[config.mk]
export PLATFORM = sky130hd
export DESIGN_NAME = irq_status_unit
export DESIGN_NICKNAME = d
export VERILOG_FILES = /design/src/rtl/irq_agg_pkg.sv /design/src/rtl/irq_raw_bank.sv /design/src/rtl/irq_mask_reg.sv /design/src/rtl/irq_read_port.sv /design/src/rtl/irq_status_unit.sv
export SDC_FILE = /design/constraint.sdc
export NUM_CORES = 1
export LEC_CHECK = 0
export ABC_CLOCK_PERIOD_IN_PS = 2200
export BUFFER_PORTS_ARGS = -buffer_cell sky130_fd_sc_hd__buf_4
export CORE_MARGIN = 2
export CORE_UTILIZATION = 43
export DETAILED_ROUTE_END_ITERATION = 6
export MAX_ROUTING_LAYER = met4
export PLACE_DENSITY = 0.92
export SLEW_MARGIN = 0
export SYNTH_ARGS = -nofsm -noshare
export SYNTH_HDL_FRONTEND = slang
export SYNTH_SLANG_ARGS = --single-unit
[constraint.sdc]
create_clock -name clk -period 2.2 [get_ports clk]
set_input_delay 0.44 -clock clk [delete_from_list [all_inputs] [get_ports clk]]
set_output_delay 0.44 -clock clk [all_outputs]
set_load 0.05 [all_outputs]
[src/rtl/irq_agg_pkg.sv]
package irq_agg_pkg;
  localparam int unsigned WORD_W = 32;
  localparam logic [31:0] IMPL_ALL  = 32'h131F_007F;
  localparam logic [31:0] LVL_BITS  = 32'h0000_0077;
  localparam logic [31:0] RESV_KEEP = 32'h1FFF_FFFF;
  localparam int unsigned NOSTOP_POS = 28;

  function automatic logic [31:0] impl_bits(input bit has_nostop);
    logic [31:0] m;
    m = IMPL_ALL;
    if (!has_nostop) m[NOSTOP_POS] = 1'b0;
    return m;
  endfunction

  function automatic logic [31:0] sticky_bits(input bit has_nostop);
    return impl_bits(has_nostop) & ~LVL_BITS;
  endfunction
endpackage

[src/rtl/irq_raw_bank.sv]
module irq_raw_bank #(
  parameter int unsigned W      = 32,
  parameter logic [W-1:0] IMPL  = '0,
  parameter logic [W-1:0] LEVEL = '0
) (
  input  logic         clk,
  input  logic         rst,
  input  logic [W-1:0] evt,
  input  logic [W-1:0] lvl,
  input  logic [W-1:0] clr,
  output logic [W-1:0] raw
);
  localparam logic [W-1:0] STICKY = IMPL & ~LEVEL;

  logic unused_inputs;
  assign unused_inputs = ^(evt & ~STICKY) ^ ^(lvl & ~(IMPL & LEVEL)) ^ ^(clr & ~STICKY);

  for (genvar i = 0; i < W; i++) begin : g_bit
    if (!IMPL[i]) begin : g_none
      assign raw[i] = 1'b0;
    end else if (LEVEL[i]) begin : g_level
      logic q;
      always_ff @(posedge clk) begin
        if (rst) q <= 1'b0;
        else     q <= lvl[i];
      end
      assign raw[i] = q;
    end else begin : g_sticky
      logic q;
      always_ff @(posedge clk) begin
        if (rst) q <= 1'b0;
        else     q <= evt[i] | (q & ~clr[i]);
      end
      assign raw[i] = q;
    end
  end
endmodule

[src/rtl/irq_mask_reg.sv]
module irq_mask_reg #(
  parameter int unsigned W     = 32,
  parameter logic [W-1:0] KEEP = '0
) (
  input  logic         clk,
  input  logic         rst,
  input  logic         we,
  input  logic [W-1:0] wdata,
  output logic [W-1:0] mask
);
  always_ff @(posedge clk) begin
    if (rst)     mask <= '0;
    else if (we) mask <= wdata & KEEP;
  end
endmodule

[src/rtl/irq_read_port.sv]
module irq_read_port #(
  parameter int unsigned W      = 32,
  parameter int unsigned ADDR_W = 8,
  parameter logic [ADDR_W-1:0] MASK_OFF = '0,
  parameter logic [ADDR_W-1:0] RAW_OFF  = '0,
  parameter logic [ADDR_W-1:0] MSKD_OFF = '0
) (
  input  logic              clk,
  input  logic              rst,
  input  logic              rd,
  input  logic [ADDR_W-1:0] addr,
  input  logic [W-1:0]      mask,
  input  logic [W-1:0]      raw,
  input  logic [W-1:0]      masked,
  output logic [W-1:0]      rdata
);
  logic [W-1:0] sel;

  always_comb begin
    unique case (addr)
      MASK_OFF: sel = mask;
      RAW_OFF:  sel = raw;
      MSKD_OFF: sel = masked;
      default:  sel = '0;
    endcase
  end

  always_ff @(posedge clk) begin
    if (rst)     rdata <= '0;
    else if (rd) rdata <= sel;
  end
endmodule

[src/rtl/irq_status_unit.sv]
module irq_status_unit
  import irq_agg_pkg::*;
#(
  parameter bit          HAS_NOSTOP_DONE = 1'b1,
  parameter int unsigned ADDR_W          = 8,
  parameter logic [ADDR_W-1:0] MASK_OFF  = 8'h2C,
  parameter logic [ADDR_W-1:0] RAW_OFF   = 8'h30,
  parameter logic [ADDR_W-1:0] MSKD_OFF  = 8'h34,
  parameter logic [ADDR_W-1:0] CLR_OFF   = 8'h38
) (
  input  logic              clk,
  input  logic              rst,
  input  logic              bus_wr,
  input  logic              bus_rd,
  input  logic [ADDR_W-1:0] bus_addr,
  input  logic [31:0]       bus_wdata,
  output logic [31:0]       bus_rdata,
  input  logic [31:0]       src_evt,
  input  logic [31:0]       src_lvl,
  output logic              irq
);
  localparam logic [31:0] IMPL   = impl_bits(HAS_NOSTOP_DONE);
  localparam logic [31:0] STICKY = sticky_bits(HAS_NOSTOP_DONE);
  localparam logic [31:0] KEEP   = IMPL & RESV_KEEP;

  logic        mask_we;
  logic        clr_we;
  logic [31:0] clr_vec;
  logic [31:0] raw_q;
  logic [31:0] mask_q;
  logic [31:0] masked;

  assign mask_we = bus_wr && (bus_addr == MASK_OFF);
  assign clr_we  = bus_wr && (bus_addr == CLR_OFF);
  assign clr_vec = clr_we ? (bus_wdata & STICKY) : '0;

  irq_raw_bank #(.W(WORD_W), .IMPL(IMPL), .LEVEL(LVL_BITS)) u_raw (
    .clk (clk),
    .rst (rst),
    .evt (src_evt),
    .lvl (src_lvl),
    .clr (clr_vec),
    .raw (raw_q)
  );

  irq_mask_reg #(.W(WORD_W), .KEEP(KEEP)) u_mask (
    .clk   (clk),
    .rst   (rst),
    .we    (mask_we),
    .wdata (bus_wdata),
    .mask  (mask_q)
  );

  assign masked = raw_q & mask_q;
  assign irq    = |masked;

  irq_read_port #(
    .W(WORD_W), .ADDR_W(ADDR_W),
    .MASK_OFF(MASK_OFF), .RAW_OFF(RAW_OFF), .MSKD_OFF(MSKD_OFF)
  ) u_rd (
    .clk    (clk),
    .rst    (rst),
    .rd     (bus_rd),
    .addr   (bus_addr),
    .mask   (mask_q),
    .raw    (raw_q),
    .masked (masked),
    .rdata  (bus_rdata)
  );
endmodule

==> impl_metrics.prom <==
# TYPE chip_impl_metric gauge
chip_impl_info{name="status",value="completed"} 1
chip_impl_metric{name="clock.fmax",unit="MHz"} 500.4
chip_impl_metric{name="portBuffers",unit=""} 57
chip_impl_info{name="worstHoldStart",value="src_lvl[0]"} 1
chip_impl_metric{name="routabilityCongestion",unit=""} 0.8174
chip_impl_metric{name="reg2regPathDepth",unit=""} 3
chip_impl_metric{name="finalMaxSlewViolations",unit=""} 0
chip_impl_metric{name="cts_resized",unit=""} 0
chip_impl_metric{name="syn2layout_area_growth",unit="%"} 22.56
chip_impl_metric{name="cp.required",unit="ns"} 1.76
chip_impl_metric{name="grt_antenna_before_repair",unit=""} 0
chip_impl_metric{name="netlist-cell-type-count",unit=""} 29
chip_impl_metric{name="pwr_density_cell",unit="nW/um2"} 584.3
chip_impl_info{name="worstHoldEndpoint",value="u_raw.g_bit[0].g_level.q"} 1
chip_impl_metric{name="synth.ff_latch_count",unit=""} 45
chip_impl_metric{name="synthesis.area_per_instance",unit="um2"} 9.110
chip_impl_metric{name="slew_at_the_pin_closest_to_its_max_slew_limit",unit="ns"} 0.8887
chip_impl_metric{name="route.antenna.remaining_nets",unit=""} 0
chip_impl_metric{name="pin_count",unit=""} 141
chip_impl_metric{name="die_y",unit="um"} 76.63
chip_impl_metric{name="vias",unit=""} 1937
chip_impl_metric{name="detailedRoute.firstIterationViolations",unit=""} 192
chip_impl_metric{name="number_of_global_route_vias_before_repair",unit=""} 1724
chip_impl_metric{name="timing.max_slew.rel_slack",unit=""} 0.4054
chip_impl_metric{name="netlist.area_leader.share",unit=""} 0.3971
chip_impl_metric{name="cts.hold.buffers_added",unit=""} 0
chip_impl_info{name="worst_r2r_endpoint",value="u_rd.rdata[3]"} 1
chip_impl_metric{name="post_synthesis_cell_area",unit="um2"} 2268
chip_impl_metric{name="wl_per_cell",unit="um"} 13.64
chip_impl_info{name="r2r_start",value="u_mask.mask[3]"} 1
chip_impl_metric{name="syn_inst",unit=""} 249
chip_impl_metric{name="grt_start_max_net_pins",unit=""} 48
chip_impl_info{name="highest_layer",value="met4"} 1
chip_impl_metric{name="clock_latency",unit="ns"} 0.30
chip_impl_metric{name="detailed_place_hpwl",unit="um"} 3780
chip_impl_metric{name="post_cts_buffers",unit=""} 0
chip_impl_info{name="min-delay-path-class",value="input port to flip-flop"} 1
chip_impl_info{name="synth_top_cells_by_area",value="sky130_fd_sc_hd__dfxtp_1 (40%), sky130_fd_sc_hd__nand2b_1 (8.5%), sky130_fd_sc_hd__and4b_1 (6.6%)"} 1
chip_impl_metric{name="worst-path-max-fanout",unit=""} 4
chip_impl_metric{name="clock-skew-final",unit="ns"} 0.003333
chip_impl_metric{name="fillers",unit=""} 475
chip_impl_metric{name="route.detailed.vias_per_inst",unit=""} 5.207
chip_impl_metric{name="drcViolationCount",unit=""} 0
chip_impl_metric{name="placementRows",unit=""} 26
chip_impl_metric{name="arrival",unit="ns"} 1.56
chip_impl_metric{name="h-tree-depth",unit=""} 2
chip_impl_metric{name="timing.hold.ws",unit="ns"} 0.3427
chip_impl_info{name="type_of_element_capturing_the_critical_path",value="primary output"} 1
chip_impl_metric{name="core-area",unit="um2"} 5107
chip_impl_metric{name="timing.setup.tns",unit="ns"} 0
chip_impl_metric{name="setup-violations-final",unit=""} 0
chip_impl_metric{name="worst_ir_drop_vdd",unit="mV"} 0.2556
chip_impl_info{name="type_of_the_worst_setup_path",value="flip-flop to primary output"} 1
chip_impl_info{name="rsz0062_at_grt",value="false"} 1
chip_impl_metric{name="drive_gt1_frac",unit=""} 0.2384
chip_impl_info{name="post-synth-top-count-cell",value="sky130_fd_sc_hd__dfxtp_1"} 1
chip_impl_metric{name="antenna_cells_inserted",unit=""} 0
chip_impl_metric{name="finalHoldViolations",unit=""} 0
chip_impl_metric{name="globalRoute.totalOverflow",unit=""} 0
chip_impl_metric{name="drt_first_pass_iters",unit=""} 5
chip_impl_metric{name="yosysWarningCount",unit=""} 0
chip_impl_info{name="clk_root_buffer_cell",value="sky130_fd_sc_hd__clkbuf_8"} 1
chip_impl_info{name="synth_top_area_cell",value="sky130_fd_sc_hd__dfxtp_1"} 1
chip_impl_metric{name="met3_wirelength",unit="um"} 437
chip_impl_metric{name="worst_reg_to_reg_setup_slack",unit="ns"} 1.09
chip_impl_metric{name="width_of_the_die",unit="um"} 76.63
chip_impl_metric{name="clock_tree.buffer_depth",unit=""} 2
chip_impl_metric{name="final_nets",unit=""} 409
chip_impl_metric{name="total_leakage_power",unit="nW"} 1.177
chip_impl_metric{name="synth_sequential_area_ratio",unit=""} 0.3971
chip_impl_metric{name="grt_pass1_wl",unit="um"} 8093
chip_impl_metric{name="clk_transition_reported_paths",unit="ns"} 0.08
chip_impl_metric{name="cts-buffers-inserted",unit=""} 5
chip_impl_metric{name="ys_async_sr_fraction",unit=""} 0
chip_impl_metric{name="cts.sink_count",unit=""} 45
chip_impl_metric{name="die-area",unit="um2"} 5872
chip_impl_metric{name="period_share",unit=""} 0.9084
chip_impl_metric{name="met2RoutedLength",unit="um"} 2353
chip_impl_metric{name="synth_enable_flop_cells",unit=""} 0
chip_impl_info{name="cts_tree",value="done"} 1
chip_impl_metric{name="max_cap_violations",unit=""} 0
chip_impl_metric{name="floorplan.initialDensity",unit=""} 0.4441
chip_impl_metric{name="detail_route.wirelength",unit="um"} 5075
chip_impl_metric{name="groute.usage.overall",unit=""} 0.1780
chip_impl_metric{name="worst_hold_path.num_cells",unit=""} 2
chip_impl_info{name="crit_path_start",value="u_raw.g_bit[18].g_sticky.q"} 1
chip_impl_metric{name="routedLengthMet1",unit="um"} 2212
chip_impl_info{name="synth_commonest_cells",value="sky130_fd_sc_hd__dfxtp_1 (45), sky130_fd_sc_hd__nand2b_1 (31), sky130_fd_sc_hd__inv_1 (19)"} 1
chip_impl_info{name="critical_path.startpoint_type",value="flip-flop"} 1
chip_impl_info{name="postSynth.topFlopCell",value="sky130_fd_sc_hd__dfxtp_1"} 1
chip_impl_metric{name="timing.final.crit_period",unit="ns"} 1.999
-- worst max-delay path: stages, from the launching register on --
cell                       delay (ns)
sky130_fd_sc_hd__dfxtp_1         0.35
sky130_fd_sc_hd__a222oi_1        0.35
sky130_fd_sc_hd__and3_1          0.21
sky130_fd_sc_hd__nand4_1         0.12
sky130_fd_sc_hd__buf_4           0.22
-- area by class of cell --
cell class                      count  area [um2]  area share
Timing Repair Buffer               63       473.0      0.1701
Sequential cell                    45       900.9      0.3240
Tap cell                           70       87.58     0.03150
Clock inverter                      1       5.005    0.001800
Multi-Input combinational cell    167        1146      0.4122
Clock buffer                        7       96.34     0.03465
Inverter                           19       71.32     0.02565
-- kinds of logic (layout without fill, tap and decap cells) --
kind of cell / Yosys count / in the layout / share of synthesized area
AOI/OAI and AO/OA: 56 / 56 / 0.1748
DFF: 45 / 45 / 0.3971
other: 1 / 17 / 0.001653
and+or+nand+nor: 79 / 79 / 0.2361
muxes: 15 / 15 / 0.06619
buffers and inverters: 53 / 90 / 0.1241
-- flip-flops by register name, indices dropped and copies added (netlist names) --
signal,cells
u_mask.mask,15
u_rd.rdata,15
u_raw.g_bit.g_sticky.q,9
u_raw.g_bit.g_level.q,6
-- metrics by stage --
step | cells | total power [W] | area (um2) | worst slack [ns] | util
6_report | 372 | 0.001624 | 2780 | 0.2014 | 0.5443
5_1_grt | 372 | 0.001692 | 2780 | 0.1429 | 0.5443
4_1_cts | 372 | 0.001637 | 2780 | 0.1901 | 0.5443
3_5_place_dp | 364 | 0.001087 | 2679 | 0.2724 | 0.5245
3_3_place_gp | 364 | 0.001082 | 2679 | 0.3094 | 0.5245
2_1_floorplan | 265 | 0.001030 | 2328 | 0.3518 | -
-- placed cells by master, fill, tap and decap left out, drive strengths merged, types with 2 or more instances in the layout --
cell,Yosys,layout
dfxtp,45,45
a221oi,16,16
conb,1,17
a22oi,4,4
nand2,15,15
mux2i,15,15
nor2b,8,8
nand2b,31,31
a21oi,9,9
inv,19,19
o21ai,15,15
nor2,2,2
and4b,15,15
o41ai,9,9
clkbuf,12,7
nor3b,2,2
buf,22,63
-- power breakdown --
group / internal, W / total (W) / switching (W)
logic: 0.0000853 / 0.000219 / 0.000134
registers: 0.000832 / 0.000850 / 0.0000180
clock network: 0.000284 / 0.000556 / 0.000272
total: 0.00120 / 0.00162 / 0.000423
-- routing by layer --
layer,vias up,global-route usage
li1,962,-
met4,0,0.07455
met2,103,0.2690
met3,10,0.05806
met1,862,0.2185
met5,-,-
-- how the worst max path moves through the flow --
stage	to	cells after the start	slack (ns)
after global placement	u_mask.mask[1]	5	0.31
after global routing	irq	4	0.14
after detailed placement	u_mask.mask[28]	5	0.27
after CTS	irq	4	0.19
after floorplan	u_mask.mask[0]	5	0.35
final	irq	4	0.20
No activity file was read; power rests on OpenSTA's default activity.
